--- src/rtl/hs_mailbox_pkg.sv ---
package hs_mailbox_pkg;

    localparam int unsigned CTL_W   = 2;
    localparam int unsigned CTL_IEN = 0;
    localparam int unsigned CTL_OVC = 1;

    typedef struct packed {
        logic ien;
        logic ovr;
        logic obf;
        logic ibf;
    } mbx_status_t;

    // Next value of a full flag: a write always wins over a read.
    function automatic logic full_next(input logic full, input logic wr, input logic rd);
        return wr | (full & ~rd);
    endfunction

endpackage

--- src/rtl/mbx_slot.sv ---
module mbx_slot #(
    parameter int unsigned W = 8
) (
    input  logic         clk,
    input  logic         rst,
    input  logic         wr,
    input  logic [W-1:0] wdata,
    input  logic         rd,
    output logic [W-1:0] data,
    output logic         full
);
    import hs_mailbox_pkg::*;

    logic [W-1:0] data_q;
    logic         full_q;

    always_ff @(posedge clk) begin
        if (rst) begin
            data_q <= '0;
            full_q <= 1'b0;
        end else begin
            if (wr) data_q <= wdata;
            full_q <= full_next(full_q, wr, rd);
        end
    end

    assign data = data_q;
    assign full = full_q;

    // a write always leaves the slot full
    p_full_after_write_r2: assert property (@(posedge clk) disable iff (rst)
        wr |=> full);
    // a lone read empties the slot
    p_read_clears_r5: assert property (@(posedge clk) disable iff (rst)
        (rd && !wr) |=> !full);
    // without a write the stored byte does not move
    p_data_hold_r11: assert property (@(posedge clk) disable iff (rst)
        !wr |=> $stable(data));

endmodule

--- src/rtl/mbx_ctrl.sv ---
module mbx_ctrl (
    input  logic                            clk,
    input  logic                            rst,
    input  logic                            ctl_wr,
    input  logic [hs_mailbox_pkg::CTL_W-1:0] ctl_data,
    input  logic                            ovr_evt,
    output logic                            ien,
    output logic                            ovr
);
    import hs_mailbox_pkg::*;

    logic ien_q, ovr_q, ovr_clr;

    assign ovr_clr = ctl_wr & ctl_data[CTL_OVC];

    always_ff @(posedge clk) begin
        if (rst) begin
            ien_q <= 1'b0;
            ovr_q <= 1'b0;
        end else begin
            if (ctl_wr) ien_q <= ctl_data[CTL_IEN];
            ovr_q <= ovr_evt | (ovr_q & ~ovr_clr);
        end
    end

    assign ien = ien_q;
    assign ovr = ovr_q;

    p_ovr_sticky_r7: assert property (@(posedge clk) disable iff (rst)
        (ovr && !ovr_clr) |=> ovr);
    p_ovr_set_r6: assert property (@(posedge clk) disable iff (rst)
        ovr_evt |=> ovr);
    p_ien_hold_r8: assert property (@(posedge clk) disable iff (rst)
        !ctl_wr |=> $stable(ien));

endmodule

--- src/rtl/mbx_irq.sv ---
module mbx_irq (
    input  logic clk,
    input  logic rst,
    input  logic ien,
    input  logic obf,
    output logic irq
);
    logic irq_q;

    always_ff @(posedge clk) begin
        if (rst) irq_q <= 1'b0;
        else     irq_q <= ien & obf;
    end

    assign irq = irq_q;

    p_irq_needs_src_r9: assert property (@(posedge clk) disable iff (rst)
        (!ien || !obf) |=> !irq);

endmodule

--- src/rtl/hs_mailbox.sv ---
module hs_mailbox #(
    parameter int unsigned DATA_W = 8
) (
    input  logic              clk,
    input  logic              rst,
    input  logic              h_wr_idr,
    input  logic [DATA_W-1:0] h_wdata,
    input  logic              h_rd_odr,
    output logic [DATA_W-1:0] h_odr_data,
    input  logic              s_rd_idr,
    output logic [DATA_W-1:0] s_idr_data,
    input  logic              s_wr_odr,
    input  logic [DATA_W-1:0] s_wdata,
    input  logic              s_wr_ctl,
    input  logic [1:0]        s_ctl_data,
    output logic [3:0]        mbx_status,
    output logic              host_irq
);
    import hs_mailbox_pkg::*;

    mbx_status_t st;
    logic        ibf, obf, ien, ovr, ovr_evt;

    mbx_slot #(.W(DATA_W)) u_in_slot (
        .clk(clk), .rst(rst), .wr(h_wr_idr), .wdata(h_wdata),
        .rd(s_rd_idr), .data(s_idr_data), .full(ibf)
    );

    mbx_slot #(.W(DATA_W)) u_out_slot (
        .clk(clk), .rst(rst), .wr(s_wr_odr), .wdata(s_wdata),
        .rd(h_rd_odr), .data(h_odr_data), .full(obf)
    );

    assign ovr_evt = s_wr_odr & obf & ~h_rd_odr;

    mbx_ctrl u_ctrl (
        .clk(clk), .rst(rst), .ctl_wr(s_wr_ctl), .ctl_data(s_ctl_data),
        .ovr_evt(ovr_evt), .ien(ien), .ovr(ovr)
    );

    mbx_irq u_irq (
        .clk(clk), .rst(rst), .ien(ien), .obf(obf), .irq(host_irq)
    );

    always_comb begin
        st.ibf = ibf;
        st.obf = obf;
        st.ovr = ovr;
        st.ien = ien;
    end
    assign mbx_status = st;

    p_irq_asserts_r9: assert property (@(posedge clk) disable iff (rst)
        (obf && ien) |=> host_irq);
    p_irq_hw_clear_r10: assert property (@(posedge clk) disable iff (rst)
        ($past(h_rd_odr && !s_wr_odr) && !s_wr_odr) |=> !host_irq);
    p_collide_write_wins_r3: assert property (@(posedge clk) disable iff (rst)
        (h_wr_idr && s_rd_idr) |=> ibf);
    p_no_ovr_on_read_r6: assert property (@(posedge clk) disable iff (rst)
        (!ovr && (!s_wr_odr || h_rd_odr || !obf)) |=> !ovr);

endmodule

--- config.mk ---
export PLATFORM = sky130hd
export DESIGN_NAME = hs_mailbox
export DESIGN_NICKNAME = d
export VERILOG_FILES = /design/src/rtl/hs_mailbox_pkg.sv /design/src/rtl/mbx_slot.sv /design/src/rtl/mbx_ctrl.sv /design/src/rtl/mbx_irq.sv /design/src/rtl/hs_mailbox.sv
export SDC_FILE = /design/constraint.sdc
export NUM_CORES = 1
export LEC_CHECK = 0
export ABC_AREA = 1
export BUFFER_PORTS_ARGS = -buffer_cell sky130_fd_sc_hd__clkbuf_2
export CELL_PAD_IN_SITES_DETAIL_PLACEMENT = 1
export CELL_PAD_IN_SITES_GLOBAL_PLACEMENT = 2
export CORE_MARGIN = 1
export CORE_UTILIZATION = 20
export CTS_CLUSTER_SIZE = 20
export DETAILED_ROUTE_END_ITERATION = 12
export GPL_ROUTABILITY_DRIVEN = 0
export PLACE_DENSITY_LB_ADDON = 0.1
export SKIP_CTS_REPAIR_TIMING = 1
export SYNTH_ARGS = -nofsm -noshare
export SYNTH_HDL_FRONTEND = slang
export SYNTH_SLANG_ARGS = --single-unit
--- constraint.sdc ---
create_clock -name clk -period 0.8 [get_ports clk]
set_input_delay 0.04 -clock clk [delete_from_list [all_inputs] [get_ports clk]]
set_output_delay 0.04 -clock clk [all_outputs]
set_load 0.02 [all_outputs]
==> metrics <==
Max Cap Violations 0; Num CTS Buffers 3; Iter 0 DRT Violations 10; placed insts 183; GRT overflow 0; most frequent cell after synthesis nand2_1; P_int 1640 uW; stages on the worst setup path 1; GRT Total Usage 9.70%; HPWL Detailed 1520 um; Min-Delay Path Depth 3; clk root buf clkbuf_8; syn nets 120; IO Count 46; row count 23; Die Footprint 4440 um^2; Inserted Diodes 0; CTS tree done; antenna-violating nets left 0; post-route setup TNS 0 ns; Via density 4.05; clk_skew 0.00160 ns; pwr dens 1820 nW/um^2; Commonest cells post-synth nand2_1, dfxtp_1, a21oi_2; clock tree buffer depth 2; R2R cell count 3; critical path fanouts, max 4; combinational share of power 17.7%; slowest stage delay, CP 0.36 ns; top cells by area, synth dfxtp_1, nand2_1, a21oi_2; Period Utilization, post-route 97.7%; EDFF count, synth 0; fin util 30.7%; vias in the first global route 730; delay-heaviest family, CP flip-flops; # DRC 0; Final Net Count 165; Lkg Pwr 0.000553 uW; clock-pin slew on the worst setup and hold paths 0.08 ns; H-tree depth 1; Switch Pwr 594 uW; total power 2240 uW; die width 66.6 um; first-pass GRT wire length 3260 um; core area 4000 um^2; clock share of power 31.3%; Worst-Margin Slew 0.274 ns; crit path kind reg2out; Req. time, crit path 0.76 ns; Die Height 66.6 um; switching part of the total power 26.6%; CP Capture Type output pin; prevailing post-synth register cell dfxtp_1; VDD IR max 0.490 mV; Setup violations, final 0; drt pass-1 iters 2; port bufs 45; Starting Density 20.9%; Cell Count, Final, Fillers Out 189; CP cell instances buf_6; Final Max Slew Viols 0; pin count of the biggest net entering global routing 22; Mapped Cells 95; Async SR Flop Fraction 0%; post-synthesis instance area 836 um^2; FF+latch count, synth 21; Ys Warns 0; worst hold path class in2reg; slew margin rel. 81.7%; Clock Latency Late Sink 0.26 ns; CP startpoint kind register; initial antenna violation count 0; outcome finished, final reports clean; sequential share of power 51.0%; post-synth top area share 50.3%; Avg Cell Area, Syn 8.80 um^2; Hold Violations, Final 0; crit path buf inv count 1; minimum clock period 0.782 ns; critical path arrival 0.74 ns; setup repair after global routing missed its margin yes; Yosys cell types 11; wirelength, routed 2160 um; slowest stage cell, crit path dfxtp_4; via count 766; Layout Area Growth over Synthesis 47.2%; Synth area leader dfxtp_1; Peak Freq 1.28 GHz; WL/cell 11.4 um; ratio of cells with drive above 1 in the final layout 62.6%; worst hold slack 0.00397 ns; CTS sink cnt 21; sequential element share of the synthesized area 50.3%
-- final cells by class --
type,count,area [um^2]
multi-input cells,61,317
repair buffers,48,329
clock buffers,4,45.0
inverters,5,31.3
fillers,485,2770
flip-flops and latches,21,445
well taps,50,62.6
-- metrics by stage --
| stage | worst slack, ns | area [um^2] |
|---|---|---|
| after floorplan | 0.129 | 836 |
| after global placement | 0.151 | 1080 |
| after detailed placement | 0.136 | 1080 |
| after CTS | -0.103 | 1120 |
| after global routing | -0.00729 | 1230 |
| final | 0.0183 | 1230 |
-- placed cells by master, fill, tap and decap left out --
master	count
inv_1	3
buf_4	17
dfxtp_2	17
buf_2	1
inv_8	1
clkbuf_8	3
nand3_2	1
clkbuf_2	24
clkbuf_1	1
dfxtp_1	3
inv_6	1
a21oi_1	5
a21oi_2	15
dfxtp_4	1
nor2_1	1
buf_6	5
buf_12	1
nand2_1	39
-- path summary, 6_finish.rpt --
| kind | startpoint | slack, ns | end |
|---|---|---|---|
| max | u_out_slot.full | 0.02 | mbx_status[1] |
| min | s_ctl_data[0] | 0.004 | u_ctrl.ien |
| max reg2reg | u_out_slot.full | 0.07 | u_ctrl.ovr |
| min reg2reg | u_in_slot.data[1] | 0.46 | u_in_slot.data[1] |
-- worst register-to-register path: stages, from the launching register on --
cell and delay [ns]:
dfxtp_4 0.37, buf_4 0.11, nand3_2 0.07, a21oi_2 0.12
-- power groups by stage --
stage / Combinational [uW] / Clock (uW) / Sequential, uW
floorplan: 175 / 0 / 1210
global placement: 347 / 0 / 1160
detailed placement: 352 / 0 / 1160
CTS: 353 / 744 / 1130
global route: 430 / 780 / 1150
finish: 395 / 701 / 1140
-- cells by family after synthesis --
group	count (synthesis)	share of synthesized area (%)
AO/OA/AOI/OAI	20	18.7
buffers and inverters	13	11.8
flip-flops	21	50.3
AND/OR/NAND/NOR	41	19.2
-- state kept, by name, summed over array words and instances, names as in the netlist --
register,count
u_ctrl.ovr,1
u_in_slot.data,8
u_in_slot.full,1
u_irq.irq,1
u_ctrl.ien,1
u_out_slot.data,8
u_out_slot.full,1
-- layer usage --
metal | global-route usage, % | vias to the layer above | wire length, um | part of all wire, %
li1 | - | 386 | - | -
met1 | 11.9 | 356 | 946 | 44
met2 | 16.5 | 22 | 1080 | 50
met5 | 0 | - | 0 | 0
met3 | 1.71 | 2 | 117 | 5.4
met4 | 3.99 | 0 | 13 | 0.60
Power figures use the tool's default switching activity.
